[src/rtl/lu_pkg.sv]
package lu_pkg;
    typedef enum logic [0:0] {
        ST_FLOW   = 1'b0,
        ST_BUBBLE = 1'b1
    } lu_state_e;

    function automatic logic field_hit(input logic [4:0] dest,
                                       input logic [4:0] field,
                                       input logic       needed);
        return needed && (dest == field);
    endfunction
endpackage

[src/rtl/lu_hazard_detect.sv]
module lu_hazard_detect #(
    parameter int IW     = 32,
    parameter int RW     = 5,
    parameter int RS_LSB = 21,
    parameter int RT_LSB = 16
) (
    input  logic [IW-1:0] word,
    input  logic          need_rs,
    input  logic          need_rt,
    input  logic          ex_load,
    input  logic [RW-1:0] ex_dest,
    output logic          hazard
);
    localparam logic [RW-1:0] ZERO_REG = '0;

    logic [RW-1:0] rs_field;
    logic [RW-1:0] rt_field;
    logic          rs_hit;
    logic          rt_hit;

    always_comb begin
        rs_field = word[RS_LSB +: RW];
        rt_field = word[RT_LSB +: RW];
        rs_hit   = need_rs && (ex_dest == rs_field);
        rt_hit   = need_rt && (ex_dest == rt_field);
        hazard   = ex_load && (ex_dest != ZERO_REG) && (rs_hit || rt_hit);
    end
endmodule

[src/rtl/lu_fetch_pc.sv]
module lu_fetch_pc #(
    parameter int PC_W = 12,
    parameter int IB   = 4
) (
    input  logic            clk,
    input  logic            rst,
    input  logic            hold,
    output logic [PC_W-1:0] pc
);
    localparam logic [PC_W-1:0] STEP = PC_W'(IB);
    localparam logic [PC_W-1:0] MASK = ~PC_W'(IB - 1);

    logic [PC_W-1:0] pc_q;
    logic [PC_W-1:0] pc_d;

    always_comb begin
        if (hold) pc_d = pc_q;
        else      pc_d = (pc_q + STEP) & MASK;
    end

    always_ff @(posedge clk) begin
        if (rst) pc_q <= '0;
        else     pc_q <= pc_d;
    end

    assign pc = pc_q;
endmodule

[src/rtl/lu_pipe_latches.sv]
module lu_pipe_latches #(
    parameter int                IW        = 32,
    parameter int                PC_W      = 12,
    parameter int                OP_W      = 6,
    parameter logic [OP_W-1:0]   BUBBLE_OP = '0
) (
    input  logic            clk,
    input  logic            rst,
    input  logic            kill,
    input  logic [IW-1:0]   fetch_word,
    input  logic [PC_W-1:0] fetch_pc,
    input  logic [OP_W-1:0] dec_op,
    input  logic            dec_is_load,
    output logic [IW-1:0]   fd_word,
    output logic [PC_W-1:0] fd_pc,
    output logic [OP_W-1:0] dx_op,
    output logic [IW-1:0]   dx_word,
    output logic [PC_W-1:0] dx_pc,
    output logic            dx_is_load
);
    // fetch-to-decode stage: holds while killed
    always_ff @(posedge clk) begin
        if (rst) begin
            fd_word <= '0;
            fd_pc   <= '0;
        end else if (!kill) begin
            fd_word <= fetch_word;
            fd_pc   <= fetch_pc;
        end
    end

    // decode-to-execute stage: bubble while killed
    always_ff @(posedge clk) begin
        if (rst) begin
            dx_op      <= BUBBLE_OP;
            dx_word    <= '0;
            dx_pc      <= '0;
            dx_is_load <= 1'b0;
        end else if (kill) begin
            dx_op      <= BUBBLE_OP;
            dx_word    <= '0;
            dx_pc      <= fd_pc;
            dx_is_load <= 1'b0;
        end else begin
            dx_op      <= dec_op;
            dx_word    <= fd_word;
            dx_pc      <= fd_pc;
            dx_is_load <= dec_is_load;
        end
    end
endmodule

[src/rtl/lu_stall_unit.sv]
module lu_stall_unit #(
    parameter int              IW        = 32,
    parameter int              PC_W      = 12,
    parameter int              OP_W      = 6,
    parameter int              RW        = 5,
    parameter int              RS_LSB    = 21,
    parameter int              RT_LSB    = 16,
    parameter logic [OP_W-1:0] BUBBLE_OP = '0
) (
    input  logic            clk,
    input  logic            rst,
    input  logic [IW-1:0]   imem_rdata,
    input  logic [OP_W-1:0] dec_op,
    input  logic            dec_need_rs,
    input  logic            dec_need_rt,
    input  logic            dec_is_load,
    input  logic [RW-1:0]   ex_dest,
    output logic [PC_W-1:0] imem_addr,
    output logic [IW-1:0]   dec_word,
    output logic [PC_W-1:0] dec_pc,
    output logic [OP_W-1:0] dx_op,
    output logic [IW-1:0]   dx_word,
    output logic [PC_W-1:0] dx_pc,
    output logic            dx_is_load,
    output logic            stall
);
    import lu_pkg::*;

    localparam int IB = IW / 8;

    lu_state_e state_q;
    lu_state_e state_d;
    logic      hazard;

    lu_hazard_detect #(
        .IW(IW), .RW(RW), .RS_LSB(RS_LSB), .RT_LSB(RT_LSB)
    ) u_detect (
        .word    (dec_word),
        .need_rs (dec_need_rs),
        .need_rt (dec_need_rt),
        .ex_load (dx_is_load),
        .ex_dest (ex_dest),
        .hazard  (hazard)
    );

    // state register
    always_ff @(posedge clk) begin
        if (rst) state_q <= ST_FLOW;
        else     state_q <= state_d;
    end

    // next state and outputs
    always_comb begin
        state_d = state_q;
        stall   = 1'b0;
        unique case (state_q)
            ST_FLOW: begin
                stall = hazard;
                if (hazard) state_d = ST_BUBBLE;
            end
            ST_BUBBLE: begin
                stall   = 1'b0;
                state_d = ST_FLOW;
            end
            default: begin
                stall   = 1'b0;
                state_d = ST_FLOW;
            end
        endcase
    end

    lu_fetch_pc #(.PC_W(PC_W), .IB(IB)) u_pc (
        .clk  (clk),
        .rst  (rst),
        .hold (stall),
        .pc   (imem_addr)
    );

    lu_pipe_latches #(
        .IW(IW), .PC_W(PC_W), .OP_W(OP_W), .BUBBLE_OP(BUBBLE_OP)
    ) u_latch (
        .clk         (clk),
        .rst         (rst),
        .kill        (stall),
        .fetch_word  (imem_rdata),
        .fetch_pc    (imem_addr),
        .dec_op      (dec_op),
        .dec_is_load (dec_is_load),
        .fd_word     (dec_word),
        .fd_pc       (dec_pc),
        .dx_op       (dx_op),
        .dx_word     (dx_word),
        .dx_pc       (dx_pc),
        .dx_is_load  (dx_is_load)
    );
endmodule

[config.mk]
export PLATFORM = sky130hd
export DESIGN_NAME = lu_stall_unit
export DESIGN_NICKNAME = d
export VERILOG_FILES = /design/src/rtl/lu_pkg.sv /design/src/rtl/lu_hazard_detect.sv /design/src/rtl/lu_fetch_pc.sv /design/src/rtl/lu_pipe_latches.sv /design/src/rtl/lu_stall_unit.sv
export SDC_FILE = /design/constraint.sdc
export NUM_CORES = 1
export LEC_CHECK = 0
export ABC_AREA = 0
export BUFFER_PORTS_ARGS = -buffer_cell sky130_fd_sc_hd__buf_2
export CAP_MARGIN = 30
export CORE_MARGIN = 2
export CORE_UTILIZATION = 51
export CTS_CLUSTER_DIAMETER = 120
export DETAILED_ROUTE_END_ITERATION = 10
export PLACE_DENSITY = 0.81
export SETUP_SLACK_MARGIN = 0.05
export SYNTH_ARGS = -nofsm -noshare
export SYNTH_HDL_FRONTEND = slang
export SYNTH_SLANG_ARGS = --single-unit
[constraint.sdc]
create_clock -name clk -period 4.7 [get_ports clk]
set_input_delay 0.235 -clock clk [delete_from_list [all_inputs] [get_ports clk]]
set_output_delay 0.235 -clock clk [all_outputs]
set_load 0.005 [all_outputs]
### After elaboration in Yosys (flattened, before gate mapping)

Index checks and enable logic that the tools add are counted.

* bits in registers: 102
* input port bits: 48

* $add $sub $neg: 1
* equality and inequality tests: 2
* bitwise logic cells: 1
* reductions and logical operators: 7
* mux-type cells: 3

Operators by type and width (count)
* 12-bit by 3-bit adder with 12-bit output (second input constant): 1
* 5-bit equality test: 2
* 5-bit nonzero test: 1
* 1-bit logical AND: 4
* 1-bit one-hot mux with 2 select lines: 2
* 2-bit OR reduction: 1
* 1-bit logical OR: 1
* 1-bit two-way mux: 1
* 1-bit NOT: 1

### Logic depth before layout (Yosys ltp)

Gate-level depths: netlist of the first run.

* depth after elaboration: 6
* mapped depth: 7

### Modules after synthesis

A second synthesis of the first run with hierarchy kept.

* cell total of the unflattened synthesis: 320
* area, all modules: 3593.4 um^2

Modules (own cells, without submodules)
* lu_pipe_latches: times used 1, area each 2955.3 um^2, cells an instance 250, sequential area each 1901.8 um^2
* lu_fetch_pc: times used 1, area each 465.4 um^2, cells an instance 50, sequential area each 200.2 um^2
* lu_hazard_detect: times used 1, area each 133.9 um^2, cells an instance 17, sequential area each 0.0 um^2
* lu_stall_unit: times used 1, area each 38.8 um^2, cells an instance 3, sequential area each 20.0 um^2

### Least setup slack after synthesis of the first run

Ideal clock, no wire load.

* path type: in2reg
* start point: input ex_dest[1]
* end point: register u_latch.dx_word[10]
* arrival time: 1.604 ns
* data required time: 4.641 ns
* slack: 3.037 ns
* setup time: 0.059 ns
* cell stages on the path: 7
* cell sequence: or4_4 -> o21ai_4 -> inv_2 -> a21oi_2 -> buf_4 -> buf_6 -> and2_1

* word-level cells in the longest chain between the ends: 6
* elaborated cells between the ends (all ways): 10
* classes of those cells: eq/ne (2); mux (1); reduce/logical (7)

Ends and longest elaborated chain
* start: declaration: RTL line lu_stall_unit.sv:17 `input logic [RW-1:0] ex_dest,`
* 5-bit equality test, on equally long branches: RTL line lu_hazard_detect.sv:24, lu_hazard_detect.sv:25
* 1-bit logical AND, on equally long branches: RTL line lu_hazard_detect.sv:24, lu_hazard_detect.sv:25
* 1-bit logical OR: RTL line lu_hazard_detect.sv:26 `hazard = ex_load && (ex_dest != ZERO_REG) && (rs_hit || rt_hit);`
* 1-bit logical AND *: RTL line lu_hazard_detect.sv:26
* 1-bit one-hot mux with 2 select lines *: RTL line lu_stall_unit.sv:56 `unique case (state_q)`
* 2-bit OR reduction (no line) *
* end signal: assignment: RTL line lu_pipe_latches.sv:46 `dx_word <= fd_word;`
* end: declaration: RTL line lu_pipe_latches.sv:17 `output logic [IW-1:0] dx_word,`

Every way passes the cells marked *; elsewhere a longest branch is shown, timed or not.
A chain may end at the register's enable or synchronous reset.

### Final worst setup path of the first run

* start point: register u_latch.fd_word[22]
* end point: output stall

* word-level cells in the longest chain between the ends: 5

Ends and longest elaborated chain
* start: declaration: RTL line lu_pipe_latches.sv:14 `output logic [IW-1:0] fd_word,`
* start signal: assignment: RTL line lu_pipe_latches.sv:27 `fd_word <= fetch_word;`
* 5-bit equality test: RTL line lu_hazard_detect.sv:24 `rs_hit = need_rs && (ex_dest == rs_field);`
* 1-bit logical AND: RTL line lu_hazard_detect.sv:24
* 1-bit logical OR: RTL line lu_hazard_detect.sv:26
* 1-bit logical AND: RTL line lu_hazard_detect.sv:26
* 1-bit one-hot mux with 2 select lines: RTL line lu_stall_unit.sv:56
* end: declaration: RTL line lu_stall_unit.sv:25 `output logic stall`

Every way passes these cells.

==> results.txt, run 1 <==
Relative slew slack: 46.7%
Pwr Density: 345 nW/um^2
Clk root buf: clkbuf_8
Multi-input logic area: 1520 sq um
Vias in the first global route: 2,952
Synthesized area per cell: 9.30 sq um
Tcrit/Tclk final: 57.0%
Post-synth top area share: 54.7%
RSZ-0062 raised after global routing: false
Worst path max stage delay: 0.57 ns
Vias: 3,342
# IOs: 156
Row count: 31
PortBufs: 149
Flops & latches, synth: 102
Storage cell area: 2040 sq um
Final WL: 8920 um
Hold_buf cts: 0
H-tree depth: 3
Sink Count: 102
DR pass1 iterations: 4
Maximum VDD drop: 0.000176 V
Fmax: 373 MHz
Crit. End Element: primary output
Clock Path Buffers: 2
Slew Viols, Final: 0
Synthesis Warnings: 0
Hpwl dp: 6010 um
Drc violations: 0
Worst Path Required: 4.47 ns
Setup TNS: 0 ns
CP cell instances: xnor2_1 > nand4_1 > o22a_1 > buf_4 > nor2_1 > buf_2
Final hold vios: 0
Fill cells: 623
Total track usage: 22.1%
Critical Path AT: 2.45 ns
Hold Crit Class: in -> reg
Final nets: 582
WL per Instance: 14.0 um
Post-synth cell types: 42
Core Region: 7180 sq um
Die ar.: 8020 sq um
Largest area contributor in the synthesized netlist: dfxtp_1
Routability cong.: 0.891
Sequential element share of the synthesized area: 54.7%
Clock skew: 0.00921 ns
Vias per cell: 5.25
Leakage: 2.08 nW
Initial Utilization: 52.0%
TritonCTS clock tree: done
Clk slew on worst S/H paths: 0.09 ns
# diodes: 0
Fin util: 65.5%
GRT overflow: 0
Post-cts sizing count: 0
Largest net degree at the start of global routing: 54
Worst-path maximum fanout: 50
Clock Latency Late Sink: 0.36 ns
Initial drt markers: 172
First-pass GRT wire length: 13,700 um
Layout area overhead: 25.9%
Synthesized cell area: 3730 sq um
CP max-delay cell: nor2_1
MaxCap Viol Count: 0
Final setup vio count: 0
Die X: 89.5 um
Minimum clock period: 2.68 ns
Post-route setup slack: 2.02 ns
DRT antenna net count: 0
Syn Inst Count: 401
Status: finished, final reports clean
Leading post-synthesis cells by cell area: dfxtp_1 (55%), and2_1 (6.7%), nand3_1 (6.6%)
Setup crit start kind: register
Setup bufs post-CTS: 0
Pre-CTS setup slack: 1.63 ns
Die height: 89.5 um
Actual slew at the worst max-slew pin: 0.798 ns
Pwr Total: 0.00162 W
Layout cells sized above 1: 32.7%
Crit path kind: reg -> out
Initial antenna violation count: 0
Clock buffer count from CTS: 9
area by class of cell:
cell class / count / share of cell area [%]
inverters: 5 / 0.400
well taps: 99 / 2.64
flip-flops and latches: 102 / 43.5
repair buffers: 154 / 16.8
multi-input cells: 261 / 32.4
clock buffers: 10 / 2.93
clock inverters: 6 / 1.31
state kept, by name (all words and copies together), names as in the netlist:
signal              flops
u_latch.fd_word        32
u_pc.pc                10
u_latch.dx_pc          10
state_q                 1
u_latch.dx_op           6
u_latch.dx_is_load      1
u_latch.fd_pc          10
u_latch.dx_word        32
synthesized netlist by cell type:
cell,instances
nor2b_1,11
buf_4,7
o22a_1,1
nand4b_1,1
o21ai_4,1
a31oi_1,2
and2_1,40
dfxtp_1,102
buf_2,1
buf_6,1
a211oi_1,1
ha_1,1
clkbuf_1,26
nor2_1,4
xnor2_1,10
a311oi_1,2
o22ai_1,1
nor3b_1,4
a21oi_2,1
o311ai_0,5
nor4bb_1,1
inv_1,4
o2111ai_1,1
or4_4,1
a41oi_1,1
o21ai_0,42
buf_1,1
conb_1,1
nand2b_1,8
nand3_1,49
and4_1,1
nand4_1,4
o21ba_2,1
nor4b_1,1
nor4_1,1
a21oi_1,44
inv_2,1
and3_1,1
clkbuf_2,2
nor3_1,5
o31ai_1,1
nand2_1,8
critical path: cells and delay by family (launching register included):
family                 cells  cell delay (ns)
XOR/XNOR                   1             0.15
AND/OR/NAND/NOR            2             0.76
AO/OA/AOI/OAI              1             0.25
flip-flops                 1             0.41
buffers and inverters      2             0.50
power by group:
group | total (W) | switching, W | internal (W) | leakage, nW
Clock | 0.000544 | 0.000285 | 0.000259 | 0.102
Sequential | 0.000924 | 0.0000244 | 0.000900 | 0.839
Combinational | 0.000154 | 0.0000840 | 0.0000696 | 1.14
cell usage in the layout, fill, tap and decap left out, drive strengths merged, types with 2 or more instances in the layout:
cell type,count
nor2b,11
nor3b,4
inv,5
o311ai,5
nand2,8
nand3,49
a21oi,45
a31oi,2
nand4,4
o21ai,43
nor3,5
a311oi,2
clkinv,4
buf,154
clkbuf,10
and2,40
nor2,4
nand2b,8
conb,6
xnor2,10
dfxtp,102
through the flow:
step | hold WS (ns) | instances | area (sq um)
6_report | 0.0728 | 637 | 4700
5_1_grt | 0.0529 | 637 | 4700
4_1_cts | 0.0550 | 637 | 4700
3_5_place_dp | 0.438 | 621 | 4500
3_3_place_gp | 0.436 | 620 | 4480
2_1_floorplan | 0.357 | 406 | 3750
per-layer routing:
layer	track usage [%]	vias to the layer above	part of all wire (%)
met3	8.31	17	8.8
met4	9.36	0	2.3
met5	0	-	0
met1	25.8	1549	41
met2	36.5	129	48
li1	-	1647	-
worst paths after layout:
kind	endpoint	cells past startpoint	from	slack [ns]
max reg2reg	u_latch.dx_word[19]$_SDFF_PP0_	7	u_latch.dx_is_load$_SDFF_PP0_	2.20
min	u_latch.dx_op[4]$_SDFF_PP0_	2	dec_op[4]	0.07
min reg2reg	u_latch.dx_pc[4]$_SDFF_PP0_	1	u_latch.fd_pc[4]$_SDFFE_PP0N_	0.48
max	stall	6	u_latch.fd_word[22]$_SDFFE_PP0N_	2.02
kinds of logic (layout without fill, tap and decap cells):
group                      Yosys count  after routing  synth area share (%)
AOI/OAI and AO/OA                  104            104                  15.7
xor gates and xnor gates            10             10                  2.35
adders and majority gates            1              1                 0.335
buffers and inverters               43            175                  5.33
DFF                                102            102                  54.7
other                                1              6                 0.101
and+or+nand+nor                    140            140                  21.4
Note: power is estimated with default switching activity, not from simulation.
==> run 2: changes to the inputs <==
--- a/config.mk
+++ b/config.mk
@@ -9,10 +9,10 @@
 export BUFFER_PORTS_ARGS = -buffer_cell sky130_fd_sc_hd__buf_2
 export CAP_MARGIN = 30
 export CORE_MARGIN = 2
-export CORE_UTILIZATION = 51
+export CORE_UTILIZATION = 43
 export CTS_CLUSTER_DIAMETER = 120
 export DETAILED_ROUTE_END_ITERATION = 10
-export PLACE_DENSITY = 0.81
+export PLACE_DENSITY = 0.73
 export SETUP_SLACK_MARGIN = 0.05
 export SYNTH_ARGS = -nofsm -noshare
 export SYNTH_HDL_FRONTEND = slang
==> constraint.sdc (replaced) <==
create_clock -name clk -period 2.28 [get_ports clk]
set_input_delay 0.114 -clock clk [delete_from_list [all_inputs] [get_ports clk]]
set_output_delay 0.114 -clock clk [all_outputs]
set_load 0.005 [all_outputs]
==> run 2 against run 1 <==
  * Die area grew 18%
  * Global-route usage is 1.9 points lower
  * Clock skew increased by 0.010 ns
  * Clock power increased by 140%
  * Cell area up 4.5%
  * Cell count grew 3.9%
  * First-iteration DRC count down 26%
  * Via count increased by 3.5%
  * Sequential power grew 110%
  * Non-clock buffer count is 19 higher
  * Hold slack worse by 0.054 ns
  * Register-to-register slack got worse by 1.8 ns
  * Critical path type unchanged
  * Critical endpoint unchanged
  * Highest routed layer unchanged
==> results.txt, run 2 (synthesis gave the netlist of run 1 again) <==
Row count: 33 (was 31)
Worst hold endpoint: u_latch.fd_word[22]$_SDFFE_PP0N_ (was u_latch.dx_op[4]$_SDFF_PP0_)
PortBufs: 149 (unchanged)
Critical Path AT: 1.93 ns (was 2.45 ns)
Vias per cell: 5.23 (was 5.25)
# diodes: 0 (unchanged)
Top Registers: u_latch.dx_word (32), u_latch.fd_word (32) (unchanged)
Worst-path maximum fanout: 10 (was 50)
Status: finished, final reports clean (unchanged)
Tcrit/Tclk final: 89.6%
Core Region: 8300 sq um (was 7180 sq um)
Clock Latency Late Sink: 0.36 ns (about the same)
Slew Viols, Final: 0 (unchanged)
Final WL: 9820 um (was 8920 um)
TritonCTS clock tree: done (unchanged)
Initial drt markers: 128 (was 172)
Clk root buf: clkbuf_8 (unchanged)
Final nets: 601 (was 582)
Hold Crit Class: in -> reg (unchanged)
Largest net degree at the start of global routing: 53 (was 54)
Drc violations: 0 (unchanged)
Hpwl dp: 6770 um (was 6010 um)
DR pass1 iterations: 4 (unchanged)
Worst-case reg-to-reg path depth: 5 (was 7)
Crit. End Element: primary output (unchanged)
GRT overflow: 0 (unchanged)
Worst r2r src: u_latch.fd_word[22]$_SDFFE_PP0N_ (was u_latch.dx_is_load$_SDFF_PP0_)
Clock Path Buffers: 2 (unchanged)
RSZ-0062 raised after global routing: false (unchanged)
Minimum clock period: 2.04 ns
Vias in the first global route: 3,191 (was 2,952)
Initial Utilization: 45.0% (was 52.0%)
Worst-case hold slack: 0.0188 ns (was 0.0728 ns)
R2r setup slk: 0.43 ns (was 2.20 ns)
Routability cong.: 0.844 (was 0.891)
MaxCap Viol Count: 0 (unchanged)
Die ar.: 9440 sq um (was 8020 sq um)
Initial antenna violation count: 0 (unchanged)
Most frequent cells in the layout: buf_2 (149), dfxtp_1 (102), nand3_1 (49), a21oi_1 (44), o21ai_0 (42) (unchanged)
Layout cells sized above 1: 32.5% (was 32.7%)
Final hold vios: 0 (unchanged)
First-pass GRT wire length: 15,800 um (was 13,700 um)
Die height: 97.2 um (was 89.5 um)
Crit path kind: reg -> out (unchanged)
Sink Count: 102 (unchanged)
Global Route met3 Usage: 3.67% (was 8.31%)
Hold Path Origin: imem_rdata[22] (was dec_op[4])
Fmax: 490 MHz
Clk slew on worst S/H paths: 0.10 ns (was 0.09 ns)
Pwr Density: 719 nW/um^2 (was 345 nW/um^2)
RR Endpoint: u_pc.pc[8]$_SDFFE_PP0N_ (was u_latch.dx_word[19]$_SDFF_PP0_)
Setup crit start kind: register (unchanged)
GRT met2 Usage: 34.5% (was 36.5%)
DP Cell Count: 631 (was 621)
Leakage: 2.18 nW (was 2.08 nW)
Actual slew at the worst max-slew pin: 0.721 ns (was 0.798 ns)
Hold path depth: 3 (was 2)
Clock buffer count from CTS: 9 (unchanged)
WL per Instance: 14.8 um (was 14.0 um)
Placed inst area: 4530 sq um (was 4500 sq um)
Maximum VDD drop: 0.000280 V (was 0.000176 V)
GR peak layer: met2 (unchanged)
Setup TNS: 0 ns (unchanged)
H-tree depth: 3 (unchanged)
Most common cell after layout, fill and taps aside: buf_2 (unchanged)
Total track usage: 20.2% (was 22.1%)
Final std cells w/o fill: 662 (was 637)
Design area: 4910 sq um (was 4700 sq um)
# IOs: 156 (unchanged)
M1 GR Usage: 25.5% (was 25.8%)
Die X: 97.2 um (was 89.5 um)
Clock skew: 0.0192 ns (was 0.00921 ns)
Pwr Total: 0.00353 W (was 0.00162 W)
Worst Path Required: 2.17 ns (was 4.47 ns)
Relative slew slack: 52.0% (was 46.7%)
Final setup vio count: 0 (unchanged)
Vias: 3,459 (was 3,342)
Layout area overhead: 31.6% (was 25.9%)
DRT antenna net count: 0 (unchanged)
-- run 2: how the worst max path moves through the flow --
stage,slack (ns),startpoint,end,depth (start not counted)
after floorplan,0.63,u_latch.fd_word[22]$_SDFFE_PP0N_,u_latch.fd_pc[10]$_SDFFE_PP0N_,6
after global placement,0.39,ex_dest[1],u_latch.fd_pc[2]$_SDFFE_PP0N_,6
after detailed placement,0.32,ex_dest[1],u_latch.fd_pc[8]$_SDFFE_PP0N_,6
after CTS,0.07,u_latch.fd_word[22]$_SDFFE_PP0N_,stall,5
after global routing,0.10,u_latch.fd_word[23]$_SDFFE_PP0N_,stall,5
final,0.24,u_latch.fd_word[22]$_SDFFE_PP0N_,stall,5
-- run 2: worst max-delay path, cell delays in order, from the launching register on --
cell and delay [ns]:
dfxtp_1 0.42, xnor2_1 0.13, nand4_1 0.20, o22a_1 0.31
nor2_2 0.32, buf_2 0.18
-- run 2: power breakdown --
group	internal, W	switching, W
clock	0.000657	0.000622
sequential	0.00186	0.0000511
combinational	0.000163	0.000180
total	0.00268	0.000853
-- run 2: routing by layer --
metal / vias to the layer above / wire [um]
met5: - / 0
met3: 16 / 630
met1: 1619 / 4200
met4: 0 / 161
met2: 136 / 4820
li1: 1688 / -
-- run 2: final cells by class --
type / instances / area, sq um
clock inverters: 6 / 91.3
fillers: 755 / 3390
repair buffers: 173 / 963
clock buffers: 10 / 138
flip-flops and latches: 102 / 2040
inverters: 5 / 18.8
multi-input cells: 261 / 1530
well taps: 105 / 131
-- run 2: what timing repair did --
item | CTS | global route
setup endpoints to repair | 0 | 1
gates resized for setup | 0 | 1
setup buffers | 0 | 0
hold buffers | 15 | 0
hold endpoints to repair | 15 | 0
-- run 2: through the flow --
stage          utilization, %  worst slack [ns]
2_1_floorplan               -             0.626
3_3_place_gp             54.6             0.390
3_5_place_dp             54.6             0.319
4_1_cts                  59.1            0.0719
5_1_grt                  59.2             0.102
6_report                 59.2             0.237
==> run 3: changes to the inputs <==
--- a/config.mk
+++ b/config.mk
@@ -5,7 +5,7 @@
 export SDC_FILE = /design/constraint.sdc
 export NUM_CORES = 1
 export LEC_CHECK = 0
-export ABC_AREA = 0
+export ABC_AREA = 1
 export BUFFER_PORTS_ARGS = -buffer_cell sky130_fd_sc_hd__buf_2
 export CAP_MARGIN = 30
 export CORE_MARGIN = 2
==> run 3 against run 2 <==
  * Die area rose by 0.87%
  * Register-to-register slack improved by 0.13 ns
  * Worst setup slack gained 0.088 ns
  * Clock skew fell by 0.011 ns
  * Critical endpoint unchanged
  * Highest routed layer unchanged
==> results.txt, run 3 <==
Row count: 34 (was 33)
DRT antenna net count: 0 (unchanged)
Die ar.: 9520 sq um (was 9440 sq um)
Vias: 3,673 (was 3,459)
Pwr Density: 641 nW/um^2 (was 719 nW/um^2)
Clock Latency Late Sink: 0.35 ns (was 0.36 ns)
Leakage: 2.72 nW (was 2.18 nW)
R2r setup slk: 0.56 ns (was 0.43 ns)
Status: finished, final reports clean (unchanged)
H-tree depth: 3 (unchanged)
Clock Path Buffers: 2 (unchanged)
Final nets: 699 (was 601)
Setup TNS: 0 ns (unchanged)
# IOs: 156 (unchanged)
Power share of the combinational group: 11.3% (was 9.7%)
CP max-delay cell: buf_4 (was dfxtp_1)
Syn Inst Count: 477 (was 401)
Die height: 97.6 um (was 97.2 um)
Critical Path AT: 1.84 ns (was 1.93 ns)
Slew Viols, Final: 0 (unchanged)
Die X: 97.6 um (was 97.2 um)
Worst path max stage delay: 0.46 ns (was 0.42 ns)
Hpwl dp: 6350 um (was 6770 um)
Core Region: 8590 sq um (was 8300 sq um)
Layout cells sized above 1: 26.3% (was 32.5%)
Clk root buf: clkbuf_8 (unchanged)
Storage cell area: 2040 sq um (unchanged)
Top Registers: u_latch.dx_word (32), u_latch.fd_word (32) (unchanged)
Pwr Total: 0.00325 W (was 0.00353 W)
Clock buffer count from CTS: 9 (unchanged)
CP cell instances: inv_1 > nand2_1 > nand2_1 > nor2_1 > nand3_1 > nand2_2 > nand2_4 > buf_4 > inv_1 > buf_2 (was xnor2_1 > nand4_1 > o22a_1 > nor2_2 > buf_2)
Switch share: 25.5% (was 24.2%)
Sequential element share of the synthesized area: 54.2% (was 54.7%)
Most common cell after layout, fill and taps aside: buf_2 (unchanged)
P_int: 0.00242 W (was 0.00268 W)
Maximum VDD drop: 0.000280 V (about the same)
Initial drt markers: 159 (was 128)
Largest area contributor in the synthesized netlist: dfxtp_1 (unchanged)
Count leader, synth: dfxtp_1 (unchanged)
Placed inst area: 4520 sq um (was 4530 sq um)
Largest net degree at the start of global routing: 58 (was 53)
Sequential share of power: 58.5% (was 54.0%)
RSZ-0062 raised after global routing: false (unchanged)
Initial antenna violation count: 0 (unchanged)
Fmax: 512 MHz (was 490 MHz)
Setup crit start kind: register (unchanged)
Sink Count: 102 (unchanged)
Total track usage: 20.0% (was 20.2%)
Drc violations: 0 (unchanged)
Flops & latches, synth: 102 (unchanged)
Multi-input logic area: 1320 sq um (was 1530 sq um)
Final hold vios: 0 (unchanged)
# diodes: 0 (unchanged)
Hold Crit Class: in -> reg (unchanged)
Crit. End Element: primary output (unchanged)
Initial Utilization: 43.8% (was 45.0%)
EDFF count, synth: 0 (unchanged)
Post-cts sizing count: 0 (unchanged)
Clock skew: 0.00852 ns (was 0.0192 ns)
DR pass1 iterations: 6 (was 4)
GRT overflow: 0 (unchanged)
MaxCap Viol Count: 0 (unchanged)
Final WL: 10,000 um (was 9820 um)
Worst Path Required: 2.17 ns (about the same)
Switching pwr: 0.000830 W (was 0.000853 W)
Leading post-synthesis cells by cell area: dfxtp_1 (54%), nand4_1 (8.8%), nand2_1 (8.7%) (was dfxtp_1 (55%), and2_1 (6.7%), nand3_1 (6.6%))
TritonCTS clock tree: done (unchanged)
Minimum clock period: 1.95 ns (was 2.04 ns)
Synthesized cell area: 3760 sq um (was 3730 sq um)
Vias per cell: 4.82 (was 5.23)
Worst-path maximum fanout: 53 (was 10)
Crit path kind: reg -> out (unchanged)
PortBufs: 149 (unchanged)
Async S/R FF share, synth: 0% (unchanged)
WL per Instance: 13.1 um (was 14.8 um)
Ys flop type: dfxtp_1 (unchanged)
Routability cong.: 0.794 (was 0.844)
Vias in the first global route: 3,409 (was 3,191)
Post-synth cell types: 21 (was 42)
Final setup vio count: 0 (unchanged)
Synthesized area per cell: 7.89 sq um (was 9.30 sq um)
First-pass GRT wire length: 15,800 um (about the same)
Synth top cells by count: dfxtp_1 (102), nand2_1 (87), nor2_1 (64) (was dfxtp_1 (102), nand3_1 (49), a21oi_1 (44))
Design area: 5070 sq um (was 4910 sq um)
Actual slew at the worst max-slew pin: 0.591 ns (was 0.721 ns)
Layout area overhead: 34.6% (was 31.6%)
Most frequent cells in the layout: buf_2 (149), dfxtp_1 (102), nand2_1 (87), nor2_1 (64), inv_1 (60) (was buf_2 (149), dfxtp_1 (102), nand3_1 (49), a21oi_1 (44), o21ai_0 (42))
Clock share of power: 30.2% (was 36.2%)
Fill cells: 790 (was 755)
Synthesis Warnings: 0 (unchanged)
Post-synth top area share: 54.2% (was 54.7%)
Relative slew slack: 60.6% (was 52.0%)
Clk slew on worst S/H paths: 0.09 ns (was 0.10 ns)
Tcrit/Tclk final: 85.7% (was 89.6%)
==> run 3: cell count changes in the layout (fill, tap and decap cells not counted), moves of 24 or more <==
cell           change
nand2_1           +79
dlygate4sd3_1     +24
inv_1             +56
a21oi_1           -43
nor2_1            +61
o21ai_0           -42
and2_1            -40
nand4_1           +49
==> run 3: final cells by class <==
cell class	count	area share, %
sequential	102	40.3
multi-input combinational	281	26.0
timing repair buffer	194	23.3
inverter	62	4.59
clock buffer	12	2.67
tap	108	2.67
clock inverter	3	0.445
==> run 3: through the flow <==
step	utilization [%]	instances	setup slack (ns)	hold WS, ns
6_report	59.0	762	0.325	0.0858
3_5_place_dp	52.6	708	0.575	0.333
5_1_grt	59.0	762	0.144	0.0690
4_1_cts	58.8	761	0.311	0.00300
3_3_place_gp	52.6	708	0.671	0.328
2_1_floorplan	-	482	0.921	0.186
==> run 3: cells by family (layout without fill, tap and decap cells) <==
family                   Yosys count  after routing  share of synthesized area [%]
AO/OA/AOI/OAI                      1              1                          0.133
adder cells (fa/ha/maj)            1              1                          0.332
buffers and inverters             99            271                           11.3
AND/OR/NAND/NOR                  267            267                           32.5
other                              1              6                         0.0996
XOR/XNOR                           6              6                           1.40
flip-flops                       102            102                           54.2
==> run 3: critical path: cells and delay by family (launching register included) <==
| family | cells | cell delay [ns] |
|---|---|---|
| DFF | 1 | 0.34 |
| and+or+nand+nor | 6 | 0.41 |
| buffers and inverters | 4 | 0.75 |
==> run 3: power by group through the flow <==
stage / combinational [W] / sequential (W) / clock [W]
6_report: 0.000368 / 0.00190 / 0.000980
5_1_grt: 0.000408 / 0.00191 / 0.00110
4_1_cts: 0.000363 / 0.00190 / 0.00100
3_5_place_dp: 0.000312 / 0.00194 / 0
3_3_place_gp: 0.000306 / 0.00194 / 0
2_1_floorplan: 0.000165 / 0.00194 / 0
==> run 3: final timing paths <==
check                                   startpoint                           to  depth (start not counted)
setup / recovery  u_latch.fd_word[17]$_SDFFE_PP0N_                        stall                         10
hold / removal                                 rst  u_latch.dx_pc[4]$_SDFF_PP0_                          2
setup reg to reg  u_latch.fd_word[16]$_SDFFE_PP0N_      u_pc.pc[2]$_SDFFE_PP0N_                         10
hold reg to reg      u_latch.fd_pc[5]$_SDFFE_PP0N_  u_latch.dx_pc[5]$_SDFF_PP0_                          2
==> run 3: per-layer routing <==
layer / vias to the layer above / track usage (%) / part of all wire [%]
met3: 7 / 4.75 / 6.4
li1: 1849 / - / -
met2: 138 / 35.2 / 49
met4: 0 / 6.09 / 1.2
met1: 1679 / 24.3 / 44
met5: - / 0 / 0
==> run 3: what timing repair did <==
action,4_1_cts,5_1_grt
hold buffers,38,1
setup endpoints to repair,0,0
buffers inserted,0,0
endpoints found under the hold margin,38,1
